### src/rtl/svm_offset_pkg.sv
package svm_offset_pkg;

  // bits [2:1]: phase (0=A,1=B,2=C), bit 0: negative direction
  typedef enum logic [2:0] {
    DIR_PA = 3'd0,
    DIR_NA = 3'd1,
    DIR_PB = 3'd2,
    DIR_NB = 3'd3,
    DIR_PC = 3'd4,
    DIR_NC = 3'd5
  } step_dir_e;

  typedef enum logic {
    ST_IDLE,
    ST_WALK
  } walk_state_e;

endpackage

### src/rtl/svm_sector_pick.sv
module svm_sector_pick
  import svm_offset_pkg::*;
#(
  parameter int COORD_W = 16
) (
  input  logic signed [COORD_W-1:0] res_a_i,
  input  logic signed [COORD_W-1:0] res_q_i,
  output step_dir_e                 dir_o
);

  localparam int XW = COORD_W + 3;

  logic signed [XW-1:0] a_x, q_x, three_q, two_a, d_lo, d_hi;
  logic above_lo, above_hi;

  assign a_x     = XW'(res_a_i);
  assign q_x     = XW'(res_q_i);
  assign three_q = (q_x <<< 1) + q_x;
  assign two_a   = a_x <<< 1;
  // wedge borders at 30, 150 (and 210, 330) degrees; 90/270 split by sign of alpha
  assign d_lo    = three_q - two_a;
  assign d_hi    = three_q + two_a;
  assign above_lo = (d_lo >= 0);
  assign above_hi = (d_hi > 0);

  always_comb begin
    case ({above_lo, above_hi})
      2'b01:   dir_o = DIR_PA;
      2'b10:   dir_o = DIR_NA;
      2'b11:   dir_o = (a_x > 0) ? DIR_NC : DIR_PB;
      default: dir_o = (a_x < 0) ? DIR_PC : DIR_NB;
    endcase
  end

endmodule

### src/rtl/svm_hex_fit.sv
module svm_hex_fit #(
  parameter int COORD_W = 16,
  parameter int FRAC_W  = 12
) (
  input  logic signed [COORD_W-1:0] res_a_i,
  input  logic signed [COORD_W-1:0] res_q_i,
  output logic                      fit_o
);

  localparam int XW = COORD_W + 3;
  localparam logic signed [XW-1:0] ONE_X = XW'(1 << FRAC_W);
  localparam logic signed [XW-1:0] TWO_X = XW'(2 << FRAC_W);

  logic signed [XW-1:0] a_x, q_x, e_plus, e_minus;
  logic in_q, in_plus, in_minus;

  assign a_x     = XW'(res_a_i);
  assign q_x     = XW'(res_q_i);
  assign e_plus  = (a_x <<< 1) + q_x;
  assign e_minus = (a_x <<< 1) - q_x;

  // three pairs of parallel edges of the unit hexagon, border inclusive
  assign in_q     = (q_x <= ONE_X) && (q_x >= -ONE_X);
  assign in_plus  = (e_plus <= TWO_X) && (e_plus >= -TWO_X);
  assign in_minus = (e_minus <= TWO_X) && (e_minus >= -TWO_X);
  assign fit_o    = in_q && in_plus && in_minus;

endmodule

### src/rtl/svm_lattice_step.sv
module svm_lattice_step
  import svm_offset_pkg::*;
#(
  parameter int COORD_W = 16,
  parameter int FRAC_W  = 12,
  parameter int LEVELS  = 7,
  parameter int LVL_W   = $clog2(LEVELS)
) (
  input  step_dir_e                   dir_i,
  input  logic signed [COORD_W-1:0]   res_a_i,
  input  logic signed [COORD_W-1:0]   res_q_i,
  input  logic [2:0][LVL_W-1:0]       lvl_i,
  output logic signed [COORD_W-1:0]   res_a_o,
  output logic signed [COORD_W-1:0]   res_q_o,
  output logic [2:0][LVL_W-1:0]       lvl_o,
  output logic                        clip_o
);

  localparam logic signed [COORD_W-1:0] ONE  = COORD_W'(1 << FRAC_W);
  localparam logic signed [COORD_W-1:0] HALF = COORD_W'(1 << (FRAC_W - 1));
  localparam logic [LVL_W-1:0]          TOP  = LVL_W'(LEVELS - 1);

  logic [2:0] dir_bits;
  logic [2:0] blk;
  logic signed [COORD_W-1:0] ua, uq;

  assign dir_bits = dir_i;

  for (genvar p = 0; p < 3; p++) begin : g_phase
    logic hit;
    assign hit = (dir_bits[2:1] == 2'(p));
    assign lvl_o[p] = !hit ? lvl_i[p]
                    : (dir_bits[0] ? lvl_i[p] - LVL_W'(1) : lvl_i[p] + LVL_W'(1));
    assign blk[p] = hit && (dir_bits[0] ? (lvl_i[p] == '0) : (lvl_i[p] >= TOP));
  end

  assign clip_o = |blk;

  always_comb begin
    case (dir_bits[2:1])
      2'd0:    begin ua = ONE;   uq = '0;   end
      2'd1:    begin ua = -HALF; uq = ONE;  end
      2'd2:    begin ua = -HALF; uq = -ONE; end
      default: begin ua = '0;    uq = '0;   end
    endcase
    if (dir_bits[0]) begin
      res_a_o = res_a_i + ua;
      res_q_o = res_q_i + uq;
    end else begin
      res_a_o = res_a_i - ua;
      res_q_o = res_q_i - uq;
    end
  end

endmodule

### src/rtl/svm_offset_locator.sv
module svm_offset_locator
  import svm_offset_pkg::*;
#(
  parameter int LEVELS  = 7,
  parameter int COORD_W = 16,
  parameter int FRAC_W  = 12,
  parameter int LVL_W   = $clog2(LEVELS)
) (
  input  logic                      clk_i,
  input  logic                      rst_ni,
  input  logic                      start_i,
  input  logic signed [COORD_W-1:0] ref_alpha_i,
  input  logic signed [COORD_W-1:0] ref_q_i,
  output logic                      busy_o,
  output logic                      done_o,
  output logic                      clip_o,
  output logic [LVL_W-1:0]          lvl_a_o,
  output logic [LVL_W-1:0]          lvl_b_o,
  output logic [LVL_W-1:0]          lvl_c_o,
  output logic signed [COORD_W-1:0] res_alpha_o,
  output logic signed [COORD_W-1:0] res_q_o
);

  localparam int MAX_STEPS = LEVELS - 1;
  localparam int CNT_W     = $clog2(MAX_STEPS + 1);
  localparam logic [LVL_W-1:0] MID = LVL_W'((LEVELS - 1) / 2);

  walk_state_e               state_q;
  logic signed [COORD_W-1:0] res_a_q, res_q_q, res_a_nxt, res_q_nxt;
  logic [2:0][LVL_W-1:0]     lvl_q, lvl_nxt;
  logic [CNT_W-1:0]          cnt_q;
  logic                      done_q, clip_q;
  step_dir_e                 dir;
  logic                      fit, blk, cap;

  svm_sector_pick #(.COORD_W(COORD_W)) i_sector (
    .res_a_i (res_a_q),
    .res_q_i (res_q_q),
    .dir_o   (dir)
  );

  svm_hex_fit #(.COORD_W(COORD_W), .FRAC_W(FRAC_W)) i_fit (
    .res_a_i (res_a_q),
    .res_q_i (res_q_q),
    .fit_o   (fit)
  );

  svm_lattice_step #(
    .COORD_W (COORD_W),
    .FRAC_W  (FRAC_W),
    .LEVELS  (LEVELS),
    .LVL_W   (LVL_W)
  ) i_step (
    .dir_i   (dir),
    .res_a_i (res_a_q),
    .res_q_i (res_q_q),
    .lvl_i   (lvl_q),
    .res_a_o (res_a_nxt),
    .res_q_o (res_q_nxt),
    .lvl_o   (lvl_nxt),
    .clip_o  (blk)
  );

  assign cap = (cnt_q == CNT_W'(MAX_STEPS));

  always_ff @(posedge clk_i or negedge rst_ni) begin
    if (!rst_ni) begin
      state_q <= ST_IDLE;
      res_a_q <= '0;
      res_q_q <= '0;
      lvl_q   <= {3{MID}};
      cnt_q   <= '0;
      done_q  <= 1'b0;
      clip_q  <= 1'b0;
    end else begin
      done_q <= 1'b0;
      case (state_q)
        ST_IDLE: begin
          if (start_i) begin
            state_q <= ST_WALK;
            res_a_q <= ref_alpha_i;
            res_q_q <= ref_q_i;
            lvl_q   <= {3{MID}};
            cnt_q   <= '0;
            clip_q  <= 1'b0;
          end
        end
        ST_WALK: begin
          if (fit) begin
            state_q <= ST_IDLE;
            done_q  <= 1'b1;
          end else if (cap || blk) begin
            state_q <= ST_IDLE;
            done_q  <= 1'b1;
            clip_q  <= 1'b1;
          end else begin
            res_a_q <= res_a_nxt;
            res_q_q <= res_q_nxt;
            lvl_q   <= lvl_nxt;
            cnt_q   <= cnt_q + CNT_W'(1);
          end
        end
        default: state_q <= ST_IDLE;
      endcase
    end
  end

  assign busy_o      = (state_q == ST_WALK);
  assign done_o      = done_q;
  assign clip_o      = clip_q;
  assign lvl_a_o     = lvl_q[0];
  assign lvl_b_o     = lvl_q[1];
  assign lvl_c_o     = lvl_q[2];
  assign res_alpha_o = res_a_q;
  assign res_q_o     = res_q_q;

  AST_DONE_PULSE: assert property (@(posedge clk_i) disable iff (!rst_ni)
    done_o |=> !done_o);

  AST_DONE_AFTER_WALK: assert property (@(posedge clk_i) disable iff (!rst_ni)
    done_o |-> ($past(busy_o) && !busy_o));

  AST_SINGLE_MOVE: assert property (@(posedge clk_i) disable iff (!rst_ni)
    busy_o |=> ($countones({lvl_a_o != $past(lvl_a_o), lvl_b_o != $past(lvl_b_o),
                            lvl_c_o != $past(lvl_c_o)}) <= 1));

  AST_LEVEL_RANGE: assert property (@(posedge clk_i) disable iff (!rst_ni)
    (lvl_a_o <= LVL_W'(LEVELS - 1)) && (lvl_b_o <= LVL_W'(LEVELS - 1))
    && (lvl_c_o <= LVL_W'(LEVELS - 1)));

  AST_STEP_BOUND: assert property (@(posedge clk_i) disable iff (!rst_ni)
    (busy_o && !done_o) |=> (cnt_q <= CNT_W'(MAX_STEPS)));

  AST_HOLD_IDLE: assert property (@(posedge clk_i) disable iff (!rst_ni)
    (!busy_o && !start_i) |=> ($stable(lvl_a_o) && $stable(lvl_b_o) && $stable(lvl_c_o)
                              && $stable(res_alpha_o) && $stable(res_q_o)
                              && $stable(clip_o)));

  AST_CLIP_AT_DONE: assert property (@(posedge clk_i) disable iff (!rst_ni)
    $rose(clip_o) |-> done_o);

endmodule

### config.mk
export PLATFORM = sky130hd
export DESIGN_NAME = svm_offset_locator
export DESIGN_NICKNAME = d
export VERILOG_FILES = /design/src/rtl/svm_offset_pkg.sv /design/src/rtl/svm_sector_pick.sv /design/src/rtl/svm_hex_fit.sv /design/src/rtl/svm_lattice_step.sv /design/src/rtl/svm_offset_locator.sv
export SDC_FILE = /design/constraint.sdc
export NUM_CORES = 1
export LEC_CHECK = 0
export CORE_AREA = 10 10 122 124
export DETAILED_ROUTE_END_ITERATION = 8
export DIE_AREA = 0 0 132 134
export PLACE_DENSITY_LB_ADDON = 0.15
export SLEW_MARGIN = 20
export SYNTH_ARGS = -nofsm -noshare
export SYNTH_HDL_FRONTEND = slang
export SYNTH_SLANG_ARGS = --single-unit
### constraint.sdc
create_clock -name clk_i -period 7.95 [get_ports clk_i]
set_input_delay 1.9875 -clock clk_i [delete_from_list [all_inputs] [get_ports clk_i]]
set_output_delay 1.9875 -clock clk_i [all_outputs]
set_load 0.01 [all_outputs]
==> results.tsv <==
metric	value	unit
starting density of the core	0.5400	
clock tree sinks	47	
Total Die Area	17690	um2
CP Class	flip-flop to flip-flop	
Iteration-0 DRC Markers	635	
clk_skew	5.371	ps
hold buffer count at CTS	0	
top achievable clock speed	135.3	MHz
area overhead of the layout relative to synthesis	17.01	%
Post-DP HPWL	16560	um
Post-synth EDFFs	0	
Startpoint Class	flip-flop	
mean post-synth cell area	7.836	um2
worst setup path endpoint	lvl_a_o[2]$_DFFE_PN0P_	
routing layer with the top usage in global route	met2	
number of endpoints failing setup at the final stage	0	
critical register-to-register path startpoint	res_q_o[2]$_DFFE_PN0P_	
Worst-Margin Slew	815.1	ps
TritonCTS clock tree	yes	
run status	finished, final reports clean	
number of standard-cell rows in the floorplan	41	
pin count of the biggest net entering global routing	48	
async set or reset register ratio after synthesis	1.000	
longest individual stage delay on the worst path	520	ps
clock root buffer	sky130_fd_sc_hd__clkbuf_16	
clock input transition at the sequential cells of the worst setup and hold paths	70	ps
maximum fanout count along the critical path	8	
max-capacitance violation count	0	
RSZ-0062 raised after global routing	no	
type of destination of the critical path	flip-flop	
routed length per placed instance	19.22	um
proportion of layout cells with a drive suffix above 1	0.06972	
cells after synthesis	859	
main area contributors after synthesis	sky130_fd_sc_hd__ha_1 (19%), sky130_fd_sc_hd__dfrtp_1 (15%), sky130_fd_sc_hd__a21oi_1 (5.0%)	
later-pin clock latency in the skew report	300	ps
GR met2 Demand/Resource	0.3966	
number of distinct library cells after synthesis	80	
largest area contributor in the synthesized netlist	sky130_fd_sc_hd__ha_1	
post-layout min period	7391	ps
signal arrival time at the worst endpoint	7600	ps
worst hold stages	2	
setup_tns	0	ps
count of yosys warnings during synthesis	0	
vias in the first global route	6569	
horizontal extent of the die	132	um
crit path from	res_q_o[2]$_DFFE_PN0P_	
quantity of I/O buffers inserted on ports	78	
Remaining DRCs	0	
Die Ht	134	um
Routability Congestion	0.9629	
number of nets still failing antenna checks after routing	0	
final antenna diode count	0	
final routed wirelength across all metal layers	20950	um
worst-case reg-to-reg path depth	35	
net count after synthesis	1007	
Net count, final	1065	
I/O pin count	79	
Main synth FF type	sky130_fd_sc_hd__dfrtp_1	
global routing usage summed across all routing layers	0.2300	
Clock Tree Buf Depth	2	
endpoint required time on the critical path	8160	ps
global-route wire length before repair	34160	um
number of hold-slack violations in the final timing report	0	
share of the yosys chip area belonging to registers	0.1758	
Avg Vias per Cell	6.145	
drt first pass iters	5	
portion of the clock cycle consumed by the worst path in the final layout	0.9297	
Pins Over Slew Limit	0	
leading cell type in the layout, fill and taps excluded	sky130_fd_sc_hd__ha_1	
area of the placeable core	12470	um2
met1 track demand over resource	0.2986	
classification of the worst-slack hold path	flip-flop to flip-flop	
number of antenna violations at the first check in global routing	0	
Slowest cell on crit path	sky130_fd_sc_hd__or4_4	
flop and latch count out of synthesis	47	
H-tree Lvls	2	
highest-count cells in the layout ignoring fill and taps	sky130_fd_sc_hd__ha_1 (99), sky130_fd_sc_hd__inv_1 (84), sky130_fd_sc_hd__clkdlybuf4s50_1 (77), sky130_fd_sc_hd__o21ai_0 (67), sky130_fd_sc_hd__a21oi_1 (64)	
Critical R2R Capture	lvl_a_o[2]$_DFFE_PN0P_	
global-route track usage on met3	0.02427	
max-slew headroom at the worst pin	0.4552	
fraction of post-synthesis cell area in the top cell type by area	0.1933	
total clock buffers created by CTS	5	
worst setup slack for register-to-register paths	560	ps
number of vias after detailed routing	6698	
leftover overflow at the end of global routing	0	
total standard cell area after synthesis	6731	um2
-- worst min-delay path by stage --
stage / end / start
after floorplan: cnt_q[1]$_DFFE_PN0P_ / cnt_q[1]$_DFFE_PN0P_
after global placement: cnt_q[1]$_DFFE_PN0P_ / cnt_q[1]$_DFFE_PN0P_
after detailed placement: cnt_q[1]$_DFFE_PN0P_ / cnt_q[1]$_DFFE_PN0P_
after CTS: cnt_q[1]$_DFFE_PN0P_ / cnt_q[1]$_DFFE_PN0P_
after global routing: lvl_c_o[1]$_DFFE_PN1P_ / lvl_c_o[1]$_DFFE_PN1P_
final: cnt_q[1]$_DFFE_PN0P_ / cnt_q[1]$_DFFE_PN0P_
-- layout make-up --
class | count | area, um2
Multi-Input combinational cell | 692 | 5180
Fill cell | 1140 | 4589
Sequential cell | 47 | 1185
Timing Repair Buffer | 84 | 828.3
Inverter | 87 | 326.6
Tap cell | 172 | 215.2
Clock buffer | 6 | 128.9
Clock inverter | 2 | 12.51
-- critical path, delay by kind of cell (launching register included) --
family	cells	cell delay, ps
multiplexers	1	220
AO/OA/AOI/OAI	13	2520
adder cells (fa/ha/maj)	3	940
XOR/XNOR	1	170
AND/OR/NAND/NOR	13	2460
buffers and inverters	4	540
flip-flops	1	430
-- registers in the layout (all words and copies together), names as in the netlist --
register and flops:
res_alpha_o 16, cnt_q 3, clip_o 1, lvl_a_o 3, done_o 1, res_q_o 16, lvl_c_o 3, lvl_b_o 3
busy_o 1
-- logic make-up (layout without fill, tap and decap cells) --
| family | after synthesis | count (layout) | synth area share |
|---|---|---|---|
| AO/OA/AOI/OAI | 265 | 265 | 0.2613 |
| XOR/XNOR | 32 | 32 | 0.04164 |
| adder cells (fa/ha/maj) | 113 | 113 | 0.2201 |
| AND/OR/NAND/NOR | 261 | 261 | 0.1972 |
| flip-flops | 47 | 47 | 0.1758 |
| buffers and inverters | 120 | 179 | 0.06970 |
| multiplexers | 21 | 21 | 0.03420 |
-- Yosys cell counts (8+ instances only) --
cell type,count
sky130_fd_sc_hd__ha_1,104
sky130_fd_sc_hd__o31ai_1,8
sky130_fd_sc_hd__xnor2_1,17
sky130_fd_sc_hd__a21oi_1,67
sky130_fd_sc_hd__fa_1,9
sky130_fd_sc_hd__a21o_1,17
sky130_fd_sc_hd__or3_1,12
sky130_fd_sc_hd__nand2b_1,14
sky130_fd_sc_hd__dfrtp_1,41
sky130_fd_sc_hd__xor2_1,15
sky130_fd_sc_hd__nand2_1,63
sky130_fd_sc_hd__nor2b_1,19
sky130_fd_sc_hd__mux2i_1,14
sky130_fd_sc_hd__o21ai_0,67
sky130_fd_sc_hd__nand3_1,24
sky130_fd_sc_hd__nand4_1,11
sky130_fd_sc_hd__nor4_1,9
sky130_fd_sc_hd__inv_1,84
sky130_fd_sc_hd__nor2_1,59
sky130_fd_sc_hd__nor3_1,20
sky130_fd_sc_hd__clkbuf_1,27
-- metrics by stage --
step	utilization	std cells	area [um2]	hold slack [ps]	setup WS [ps]
3_5_place_dp	0.6123	1082	7632	524.4	18.53
2_1_floorplan	-	859	6731	476.4	689.8
3_3_place_gp	0.6123	1082	7632	494.5	411.4
6_report	0.6318	1090	7876	539.8	558.7
4_1_cts	0.6236	1090	7774	541.3	0.3366
5_1_grt	0.6318	1090	7876	567.1	23.56
-- routing by layer --
layer,vias up,wire [um]
li1,3212,-
met4,0,443
met2,176,10130
met3,32,742
met1,3278,9634
met5,-,0
-- timing repair --
action | CTS | global route
endpoints found under the hold margin | 0 | 0
resized for setup | 0 | 25
buffers inserted | 0 | 0
endpoints found under the setup margin | 0 | 24
Power is not shown: default switching activity piles up to over one toggle a cycle in this logic, so the estimate is an artifact.
